==> src/rtl/ledcol_pkg.sv <==
package ledcol_pkg;

   typedef enum logic [1:0] {
      ST_IDLE  = 2'd0,
      ST_STRB  = 2'd1,
      ST_SHIFT = 2'd2,
      ST_DONE  = 2'd3
   } seq_state_t;

endpackage

==> src/rtl/ledcol_colbuf.sv <==
module ledcol_colbuf #(
   parameter int BUS_W     = 16,
   parameter int DEPTH     = 28,
   parameter int AW        = 5,
   parameter bit RESET_BUF = 1'b0
) (
   input  logic             clk,
   input  logic             rst,
   input  logic             wr_en,
   input  logic [AW-1:0]    wr_addr,
   input  logic [BUS_W-1:0] wr_data,
   input  logic [AW-1:0]    rd_addr,
   output logic [BUS_W-1:0] rd_data
);

   logic [BUS_W-1:0] mem_q [DEPTH];

   generate
      if (RESET_BUF) begin : g_clr
         always_ff @(posedge clk) begin
            if (rst) begin
               for (int i = 0; i < DEPTH; i++) mem_q[i] <= '0;
            end else if (wr_en && (int'(wr_addr) < DEPTH)) begin
               mem_q[wr_addr] <= wr_data;
            end
         end
      end else begin : g_noclr
         always_ff @(posedge clk) begin
            if (wr_en && (int'(wr_addr) < DEPTH)) begin
               mem_q[wr_addr] <= wr_data;
            end
         end
      end
   endgenerate

   assign rd_data = (int'(rd_addr) < DEPTH) ? mem_q[rd_addr] : '0;

endmodule

==> src/rtl/ledcol_seq.sv <==
module ledcol_seq
   import ledcol_pkg::*;
#(
   parameter int BEATS = 28,
   parameter int CW    = 5
) (
   input  logic          clk,
   input  logic          rst,
   input  logic          panel_enable,
   input  logic          start_col,
   output seq_state_t    state,
   output logic [CW-1:0] beat_idx,
   output logic          phase_hi,
   output logic          sel_q
);

   seq_state_t    state_q;
   logic [CW-1:0] beat_q;
   logic          phase_q;

   always_ff @(posedge clk) begin
      if (rst) begin
         sel_q   <= 1'b0;
         state_q <= ST_IDLE;
         beat_q  <= '0;
         phase_q <= 1'b0;
      end else begin
         sel_q <= panel_enable;
         if (!panel_enable) begin
            state_q <= ST_IDLE;
            beat_q  <= '0;
            phase_q <= 1'b0;
         end else begin
            unique case (state_q)
               ST_IDLE: begin
                  if (start_col && sel_q) state_q <= ST_STRB;
               end
               ST_STRB: begin
                  state_q <= ST_SHIFT;
                  beat_q  <= '0;
                  phase_q <= 1'b0;
               end
               ST_SHIFT: begin
                  phase_q <= ~phase_q;
                  if (phase_q) begin
                     if (beat_q == CW'(BEATS - 1)) begin
                        state_q <= ST_DONE;
                        beat_q  <= '0;
                     end else begin
                        beat_q <= beat_q + 1'b1;
                     end
                  end
               end
               ST_DONE: state_q <= ST_IDLE;
               default: state_q <= ST_IDLE;
            endcase
         end
      end
   end

   assign state    = state_q;
   assign beat_idx = beat_q;
   assign phase_hi = phase_q;

endmodule

==> src/rtl/ledcol_beat_drive.sv <==
module ledcol_beat_drive
   import ledcol_pkg::*;
#(
   parameter int BUS_W = 16,
   parameter int PIX_W = 2
) (
   input  seq_state_t       state,
   input  logic             phase_hi,
   input  logic [BUS_W-1:0] word,
   output logic [BUS_W-1:0] disp_data,
   output logic             disp_dclk,
   output logic             disp_lstrobe,
   output logic             col_done
);

   localparam int LANES = BUS_W / PIX_W;

   logic shifting;
   assign shifting = (state == ST_SHIFT);

   // pixel n of the beat drives lanes [PIX_W*n +: PIX_W]
   generate
      for (genvar n = 0; n < LANES; n++) begin : g_lane
         assign disp_data[n*PIX_W +: PIX_W] = shifting ? word[n*PIX_W +: PIX_W] : '0;
      end
   endgenerate

   assign disp_dclk    = shifting && phase_hi;
   assign disp_lstrobe = (state == ST_STRB);
   assign col_done     = (state == ST_DONE);

endmodule

==> src/rtl/ledcol_stream_drv.sv <==
module ledcol_stream_drv
   import ledcol_pkg::*;
#(
   parameter int BUS_W     = 16,
   parameter int PIX_W     = 2,
   parameter int BEATS     = 28,
   parameter bit RESET_BUF = 1'b0,
   localparam int AW       = (BEATS > 1) ? $clog2(BEATS) : 1
) (
   input  logic             clk,
   input  logic             rst,
   input  logic             panel_enable,
   input  logic             wr_en,
   input  logic [AW-1:0]    wr_addr,
   input  logic [BUS_W-1:0] wr_data,
   input  logic             start_col,
   output logic             busy,
   output logic             col_done,
   output logic             disp_sel,
   output logic             disp_lstrobe,
   output logic             disp_dclk,
   output logic [BUS_W-1:0] disp_data
);

   generate
      if ((BUS_W % PIX_W) != 0) begin : g_bad_width
         $error("bus width must be a whole number of pixels");
      end
      if (BEATS < 1) begin : g_bad_beats
         $error("a column needs at least one beat");
      end
   endgenerate

   seq_state_t       state;
   logic [AW-1:0]    beat_idx;
   logic             phase_hi;
   logic [BUS_W-1:0] cur_word;

   ledcol_colbuf #(
      .BUS_W(BUS_W), .DEPTH(BEATS), .AW(AW), .RESET_BUF(RESET_BUF)
   ) u_buf (
      .clk    (clk),
      .rst    (rst),
      .wr_en  (wr_en && !busy),
      .wr_addr(wr_addr),
      .wr_data(wr_data),
      .rd_addr(beat_idx),
      .rd_data(cur_word)
   );

   ledcol_seq #(.BEATS(BEATS), .CW(AW)) u_seq (
      .clk         (clk),
      .rst         (rst),
      .panel_enable(panel_enable),
      .start_col   (start_col),
      .state       (state),
      .beat_idx    (beat_idx),
      .phase_hi    (phase_hi),
      .sel_q       (disp_sel)
   );

   ledcol_beat_drive #(.BUS_W(BUS_W), .PIX_W(PIX_W)) u_drv (
      .state       (state),
      .phase_hi    (phase_hi),
      .word        (cur_word),
      .disp_data   (disp_data),
      .disp_dclk   (disp_dclk),
      .disp_lstrobe(disp_lstrobe),
      .col_done    (col_done)
   );

   assign busy = (state != ST_IDLE);

endmodule

==> config.mk <==
export PLATFORM = sky130hd
export DESIGN_NAME = ledcol_stream_drv
export DESIGN_NICKNAME = d
export VERILOG_FILES = /design/src/rtl/ledcol_pkg.sv /design/src/rtl/ledcol_colbuf.sv /design/src/rtl/ledcol_seq.sv /design/src/rtl/ledcol_beat_drive.sv /design/src/rtl/ledcol_stream_drv.sv
export SDC_FILE = /design/constraint.sdc
export NUM_CORES = 1
export LEC_CHECK = 0
export BUFFER_PORTS_ARGS = -buffer_cell sky130_fd_sc_hd__clkbuf_2
export CORE_ASPECT_RATIO = 0.75
export CORE_UTILIZATION = 60
export CTS_CLUSTER_DIAMETER = 80
export DETAILED_ROUTE_END_ITERATION = 10
export HOLD_SLACK_MARGIN = 0.03
export PLACE_DENSITY = 0.8
export SETUP_SLACK_MARGIN = 0.02
export SYNTH_ARGS = -nofsm -noshare
export SYNTH_HDL_FRONTEND = slang
export SYNTH_SLANG_ARGS = --single-unit
==> constraint.sdc <==
create_clock -name clk -period 3.73 [get_ports clk]
set_input_delay 0.9325 -clock clk [delete_from_list [all_inputs] [get_ports clk]]
set_output_delay 0.9325 -clock clk [all_outputs]
set_load 0.02 [all_outputs]
==> Flow_metrics.wiki, run 1 <==
{| class="wikitable"
! Metric !! Value
|-
| Synth top area share || 74.3%
|-
| Crit path capture type || output port
|-
| Latest clock arrival within the worst-skew pair || approximately 0.53 ns
|-
| Area of the die || 30900 sq um
|-
| Warnings from Yosys || 0
|-
| H-tree lvl count || 2
|-
| Net switching fraction of the power || 18.9%
|-
| Library cell with the largest summed area after synthesis || sky130_fd_sc_hd__edfxtp_1
|-
| Primary FF master, synth || sky130_fd_sc_hd__edfxtp_1
|-
| Final sum of negative setup slack || 0 ns
|-
| Final hold slack || between 0.5 and 0.6 ns
|-
| Register clock-pin slew on the reported worst setup and hold paths || roughly 0.06 ns
|-
| Average cell area after synthesis || 20.2 sq um
|-
| Start-to-end type of the worst setup path || flop to output port
|-
| DRC errors left || 0
|-
| Main area contributors after synthesis || sky130_fd_sc_hd__edfxtp_1 (74%), sky130_fd_sc_hd__mux4_2 (11%), sky130_fd_sc_hd__mux2i_1 (2.5%)
|-
| Maximum number of pins on one net before global-route repair || 43
|-
| Final hold viol count || 0
|-
| CTS hold repair buffers || 0
|-
| Share of synthesized flip-flops with an asynchronous set or reset || 0%
|-
| Width of the chip || slightly above 200 microns
|-
| Total power divided by cell area || 492 nW/um^2
|-
| Cell Count, Final, Fillers Out || around 1400
|-
| Worst path bufs/invs || 3
|-
| Post-layout nets || 1023
|-
| Cell family contributing the most delay on the critical path || buffers and inverters
|-
| Detailed Route Iter0 Violations || roughly 1200
|-
| Final period util || between 90% and 100%
|-
| Post-synth cell types || 47
|-
| First-pass GRT wire length || between 50 and 60 mm
|-
| Unrepaired setup endpoints after global routing || no
|-
| Hpwl dp || around 23 mm
|-
| GRT Total Usage || 25.9%
|-
| Ratio of cells with drive above 1 in the final layout || about 27%
|-
| Cell count after synthesis || 895
|-
| Die outline height || 152 microns
|-
| Average routed wire per standard cell || approximately 28 microns
|-
| Net switching power || 1.90 mW
|-
| Cells traversed along the worst timing path || buf_16 -> buf_4 -> mux4_2 -> o22ai_1 -> o22a_1 -> a211oi_2 -> clkbuf_2
|-
| Via count of the first global-routing pass || about 9400
|-
| Worst vdd rail ir drop || ~0.43 mV
|-
| Number of port buffers || 46
|-
| Largest stage delay on the critical path || 0.54 ns
|-
| Static power due to leakage || 6.34 nW
|-
| Number of buffers between clock root and the deepest sink || 3
|-
| Relative slew slack || 60.2%
|-
| Sequential element share of the synthesized area || roughly 76%
|-
| Sinks on the clock net || 462
|-
| Internal power of the cells || between 8 and 9 mW
|-
| Skew final || 0.0110 ns
|-
| Max-cap check violation count || 0
|-
| Boundary Pins || 47
|-
| Clock Root Buffer || sky130_fd_sc_hd__clkbuf_16
|-
| Worst-path fanout max || 15
|-
| Sequential group share of total power || between 50% and 60%
|-
| Synthesized cell area || 18100 sq um
|-
| Status || complete, no violations
|-
| Number of flops mapped to enable cells by yosys || around 450
|-
| Number of buffers added by the clock tree synthesis step || 41
|-
| WP data required || 2.80 ns
|-
| Antenna cells || 0
|-
| Clock network fraction of total power || 40.9%
|-
| Logic pwr share || roughly 2.0%
|-
| Most frequent cells after synthesis || sky130_fd_sc_hd__edfxtp_1 (448), sky130_fd_sc_hd__mux4_2 (86), sky130_fd_sc_hd__mux2i_1 (46), sky130_fd_sc_hd__nor2_1 (37)
|-
| Antenna violations before repair || 0
|-
| Startpoint kind of the worst setup timing path || flop
|-
| Upper clock frequency limit || 276 MHz
|-
| Routability congestion estimate || slightly above 0.8
|-
| CTS tree || built
|-
| Final critical-path required period || 3.62 ns
|-
| Net count after synthesis || approximately 900
|-
| Cell count after placement || ~1300
|-
| Data arrival, critical path || 2.69 ns
|-
| Synth Register Bits || 462
|-
| Starting Density || between 60% and 70%
|-
| Post-DRT Antenna Nets || 0
|-
| Placement row count || 54
|-
| Pin slew with the least headroom to its limit || between 0.5 and 0.6 ns
|-
| Final setup violation count || 0
|-
| Hold WC Path Type || flop to flop
|-
| Via density per instance || between 6 and 7
|-
| Count of final max-slew check failures || 0
|-
| Routed via count || slightly above 9000
|-
| Iteration count of the initial detailed-routing pass || 5
|-
| Area added between synthesis and finish || 12.6%
|-
| Library cell with the highest instance count after synthesis || sky130_fd_sc_hd__edfxtp_1
|-
| Total core area || 29400 sq um
|-
| Total wire length || between 30 and 40 mm
|-
| Global route total overflow || 0
|-
| Cell type of the slowest stage on the worst timing path || sky130_fd_sc_hd__dfxtp_4
|}
-- final timing paths --
path,from,to,slack (ns),cells after the start
setup / recovery,flop,disp_data[8],0.11,7
hold / removal,u_seq.beat_idx[1]$_SDFFE_PP0P_,flop,0.51,2
setup reg to reg,u_seq.state[0]$_SDFFE_PP0P_,u_buf.mem_q[25][12]$_DFFE_PP_,1.33,7
hold reg to reg,u_seq.beat_idx[1]$_SDFFE_PP0P_,flop,0.51,2
-- layer usage --
layer | routed length, microns | GRT usage, % | vias up
met5 | 0 | 0 | -
met1 | 15600 | 38.6 | 4805
met3 | 3720 | 4.06 | 69
met2 | 19000 | 40.5 | 529
met4 | 1010 | 7.59 | 0
li1 | - | - | 3889
-- worst reg2reg max path: stages (launching register included) --
cell	delay [ns]
sky130_fd_sc_hd__dfxtp_1	0.34
sky130_fd_sc_hd__inv_1	0.12
sky130_fd_sc_hd__ha_1	0.23
sky130_fd_sc_hd__nand2_1	0.21
sky130_fd_sc_hd__a311oi_1	0.37
sky130_fd_sc_hd__nand2_1	0.26
sky130_fd_sc_hd__nor2_1	0.20
sky130_fd_sc_hd__buf_4	0.33
-- final cells by class --
cell class              instances  area, sq um
flip-flops and latches        462        13700
fillers                      1781         9010
multi-input cells             377         4060
clock buffers                  56         1110
repair buffers                103          781
well taps                     392          490
clock inverters                16          170
inverters                       6         22.5
-- layout by cell type, fill, tap and decap left out, drive strengths merged, types with 13 or more instances in the layout --
| master | Yosys | routed |
|---|---|---|
| mux4 | 86 | 86 |
| buf | 35 | 56 |
| mux2 | 15 | 15 |
| mux2i | 46 | 46 |
| clkbuf | 15 | 102 |
| a22oi | 24 | 24 |
| a21oi | 24 | 24 |
| edfxtp | 448 | 448 |
| a211oi | 13 | 13 |
| dfxtp | 14 | 14 |
| nor2 | 38 | 38 |
-- flip-flops by register name (all words and copies together), names as in the netlist, named ones only --
name / count
u_seq.state: 2
u_seq.beat_idx: 5
u_buf.mem_q: 448
u_seq.phase_hi: 1
u_seq.sel_q: 1
-- per-stage QoR --
stage / util (%) / setup slack (ns) / power, mW / area (sq um)
2_1_floorplan: - / 0.963 / 5.92 / 18100
5_1_grt: 69.3 / 0.0121 / 10.3 / 20400
3_3_place_gp: 64.6 / 0.497 / 6.03 / 19000
3_5_place_dp: 64.6 / 0.404 / 6.04 / 19000
6_report: 69.3 / 0.107 / 10.0 / 20400
4_1_cts: 69.2 / 0.0264 / 10.1 / 20300
-- power groups by stage --
stage                     logic (mW)  registers, mW  clock network (mW)
after global placement         0.186           5.84                   0
after detailed placement       0.194           5.84                   0
after global routing           0.213           5.73                4.33
final                          0.197           5.73                4.11
after CTS                      0.197           5.73                4.15
after floorplan               0.0819           5.84                   0
-- timing repair --
item | 4_1_cts | 5_1_grt
endpoints found under the setup margin | 15 | 7
gates resized for setup | 1 | 7
cloned | 1 | 0
setup buffers | 1 | 1
-- cell families (layout without fill, tap and decap cells) --
logic type,Yosys count,count (layout),synth area share (%)
xor+xnor,3,3,0.145
mux,147,147,14.2
buf+inv,56,181,1.86
fa+ha+maj,6,6,0.415
simple gates,107,107,3.04
compound gates,114,114,4.53
flops,462,462,75.8
Power figures use the tool's default switching activity.
==> run 2, diff against run 1 <==
- CORE_MARGIN: unset -> 4
==> run 2 against run 1 <==
Fmax grew 0.12%. Clock power grew 5.4%. Largest power group unchanged. Worst setup slack gained 0.0044 ns. Count of clock-buffer cells in the layout shrank 5. Sequential share of layout area shrank 0.070 points. Die area grew 7.0%. Combinational power is essentially flat. Worst hold slack lost 0.020 ns. Clock skew grew 0.0019 ns. Core utilization grew 0.072 points. Critical path depth is the same. Critical endpoint is now disp_data[14]. Cell area grew 0.10%.
==> Flow_metrics.wiki, run 2 (same netlist as run 1, synthesis figures left out) <==
{| class="wikitable"
! Metric !! Value
|-
| Largest stage delay on the critical path || 0.60 ns (was 0.54 ns)
|-
| Sinks on the clock net || 462 (unchanged)
|-
| Number of cells on the worst reg-to-reg path || 7 (unchanged)
|-
| End of the worst register-to-register path || u_buf.mem_q[19][6]$_DFFE_PP_ (was u_buf.mem_q[25][12]$_DFFE_PP_)
|-
| Width of the chip || 209 microns (was 203 microns)
|-
| Final hold viol count || 0 (unchanged)
|-
| Total power || 10.3 mW (was 10.0 mW)
|-
| Detailed Route Iter0 Violations || 1294 (was 1168)
|-
| Total power divided by cell area || 503 nW/um^2 (was 492 nW/um^2)
|-
| Upper clock frequency limit || 276 MHz (about the same)
|-
| Starting Density || 61.6% (unchanged)
|-
| Boundary Pins || 47 (unchanged)
|-
| Antenna cells || 0 (unchanged)
|-
| GRT Total Usage || 23.8% (was 25.9%)
|-
| Most flops, register || u_buf.mem_q (unchanged)
|-
| Worst path bufs/invs || 3 (unchanged)
|-
| H-tree lvl count || 2 (unchanged)
|-
| Ratio of cells with drive above 1 in the final layout || 26.6% (was 27.0%)
|-
| Routability congestion estimate || 0.859 (was 0.832)
|-
| Hold WC Path Type || flop to flop (unchanged)
|-
| Total wire length || 38.7 mm (was 39.3 mm)
|-
| Number of port buffers || 46 (unchanged)
|-
| Status || complete, no violations (unchanged)
|-
| Start-to-end type of the worst setup path || flop to output port (unchanged)
|-
| Maximum number of pins on one net before global-route repair || 39 (was 43)
|-
| Largest register FFs || 448 (unchanged)
|-
| First-pass GRT wire length || 58.9 mm (was 58.2 mm)
|-
| Global route total overflow || 0 (unchanged)
|-
| Crit path capture type || output port (unchanged)
|-
| Via count of the first global-routing pass || 9360 (was 9372)
|-
| CTS hold repair buffers || 0 (unchanged)
|-
| Unrepaired setup endpoints after global routing || yes (was no)
|-
| Average routed wire per standard cell || 27.4 microns (was 27.8 microns)
|-
| Routed via count || 9282 (was 9292)
|-
| CTS tree || built (unchanged)
|-
| Placement row count || 54 (unchanged)
|-
| DRC errors left || 0 (unchanged)
|-
| Post-layout nets || 1020 (was 1023)
|-
| Filler cell count || 1768 (was 1781)
|-
| Clock Root Buffer || sky130_fd_sc_hd__clkbuf_16 (unchanged)
|-
| Iteration count of the initial detailed-routing pass || 7 (was 5)
|-
| Startpoint of the worst register-to-register path || u_seq.state[0]$_SDFFE_PP0P_ (unchanged)
|-
| Final sum of negative setup slack || 0 ns (unchanged)
|-
| Startpoint kind of the worst setup timing path || flop (unchanged)
|-
| Cells traversed along the worst timing path || buf_12 -> buf_4 -> mux2_2 -> o22ai_1 -> o31a_1 -> a211oi_2 -> clkbuf_2 (was buf_16 -> buf_4 -> mux4_2 -> o22ai_1 -> o22a_1 -> a211oi_2 -> clkbuf_2)
|-
| Critical Path Sink || disp_data[14] (was disp_data[8])
|-
| Final period util || 97.0% (was 97.1%)
|-
| Final critical-path required period || 3.62 ns (about the same)
|-
| Hpwl dp || 23.5 mm (was 22.9 mm)
|-
| WP data required || 2.80 ns (about the same)
|-
| Skew final || 0.0129 ns (was 0.0110 ns)
|-
| Number of buffers added by the clock tree synthesis step || 42 (was 41)
|-
| Cell type of the slowest stage on the worst timing path || sky130_fd_sc_hd__dfxtp_4 (unchanged)
|-
| Most common cell after layout, fill and taps aside || sky130_fd_sc_hd__edfxtp_1 (unchanged)
|-
| Post-DRT Antenna Nets || 0 (unchanged)
|-
| Setup repair bufs after CTS || 0 (was 1)
|-
| Antenna violations before repair || 0 (unchanged)
|-
| Worst setup slack for register-to-register paths || 1.16 ns (was 1.33 ns)
|-
| Static power due to leakage || 6.35 nW (was 6.34 nW)
|-
| Count of final max-slew check failures || 0 (unchanged)
|-
| Number of buffers between clock root and the deepest sink || 3 (unchanged)
|-
| Top library cells by usage in the layout, fill and taps aside || sky130_fd_sc_hd__edfxtp_1 (448), sky130_fd_sc_hd__mux4_2 (86), sky130_fd_sc_hd__mux2i_1 (46), sky130_fd_sc_hd__clkbuf_2 (46), sky130_fd_sc_hd__buf_4 (46) (was sky130_fd_sc_hd__edfxtp_1 (448), sky130_fd_sc_hd__mux4_2 (86), sky130_fd_sc_hd__buf_4 (49), sky130_fd_sc_hd__mux2i_1 (46), sky130_fd_sc_hd__clkbuf_2 (46))
|-
| Worst-path fanout max || 30 (was 15)
|-
| Via density per instance || 6.57 (was 6.58)
|-
| Instance count on the critical path || 7 (unchanged)
|-
| Final setup violation count || 0 (unchanged)
|-
| Register clock-pin slew on the reported worst setup and hold paths || 0.06 ns (about the same)
|-
| Max-cap check violation count || 0 (unchanged)
|-
| Area of the die || 33100 sq um (was 30900 sq um)
|-
| Die outline height || 158 microns (was 152 microns)
|-
| Final hold slack || 0.486 ns (was 0.506 ns)
|-
| Worst vdd rail ir drop || 0.436 mV (was 0.432 mV)
|-
| Data arrival, critical path || 2.69 ns (about the same)
|-
| Area added between synthesis and finish || 12.7% (was 12.6%)
|-
| # resized after CTS || 0 (was 1)
|-
| Pin slew with the least headroom to its limit || 0.616 ns (was 0.597 ns)
|-
| Latest clock arrival within the worst-skew pair || 0.54 ns (was 0.53 ns)
|-
| Relative slew slack || 59.0% (was 60.2%)
|-
| Total core area || 29400 sq um (unchanged)
|-
| Cell family contributing the most delay on the critical path || buffers and inverters (unchanged)
|}
-- run 2: worst min-delay path: cells and delay by family, from the launching register on --
kind / cells / cell delay, ns
DFF: 1 / 0.32
AOI/OAI and AO/OA: 1 / 0.06
and+or+nand+nor: 1 / 0.06
-- run 2: stage by stage --
stage / std cells / setup slack [ns] / utilization, % / cell area [sq um]
after global placement: 1336 / 0.603 / 64.7 / 19000
after global routing: 1413 / 0.0261 / 69.4 / 20400
final: 1413 / 0.112 / 69.4 / 20400
after floorplan: 895 / 0.963 / - / 18100
after detailed placement: 1336 / 0.612 / 64.7 / 19000
after CTS: 1413 / 0.0316 / 69.3 / 20400
-- run 2: routing by layer --
metal  GRT usage [%]  vias up  wire length, microns
li1                -     3901                     -
met1            35.3     4771                 15700
met2            37.5      538                 18400
met3            4.88       72                  3800
met4            6.30        0                   824
met5               0        -                     0
-- run 2: layout make-up --
type / count / area, sq um / share of cell area, %
clock buffer: 51 / 1110 / 5.42
clock inverter: 26 / 268 / 1.31
tap: 392 / 490 / 2.40
multi-input combinational: 377 / 4050 / 19.9
inverter: 6 / 22.5 / 0.110
timing repair buffer: 99 / 723 / 3.54
sequential: 462 / 13700 / 67.4
-- run 2: worst min path at each step --
stage	from	to	cells past startpoint
floorplan	u_seq.beat_idx[1]$_SDFFE_PP0P_	flop	2
global placement	u_seq.beat_idx[1]$_SDFFE_PP0P_	flop	2
detailed placement	u_seq.beat_idx[1]$_SDFFE_PP0P_	flop	2
CTS	u_seq.beat_idx[1]$_SDFFE_PP0P_	flop	2
global route	u_seq.beat_idx[1]$_SDFFE_PP0P_	flop	2
finish	u_seq.beat_idx[1]$_SDFFE_PP0P_	flop	2
-- run 2: power by group --
part           leakage [nW]  internal, mW  switching (mW)
Combinational          1.53        0.0534           0.146
Sequential             4.15          5.72         0.00896
Clock                 0.673          2.52            1.81
Total                  6.35          8.30            1.96
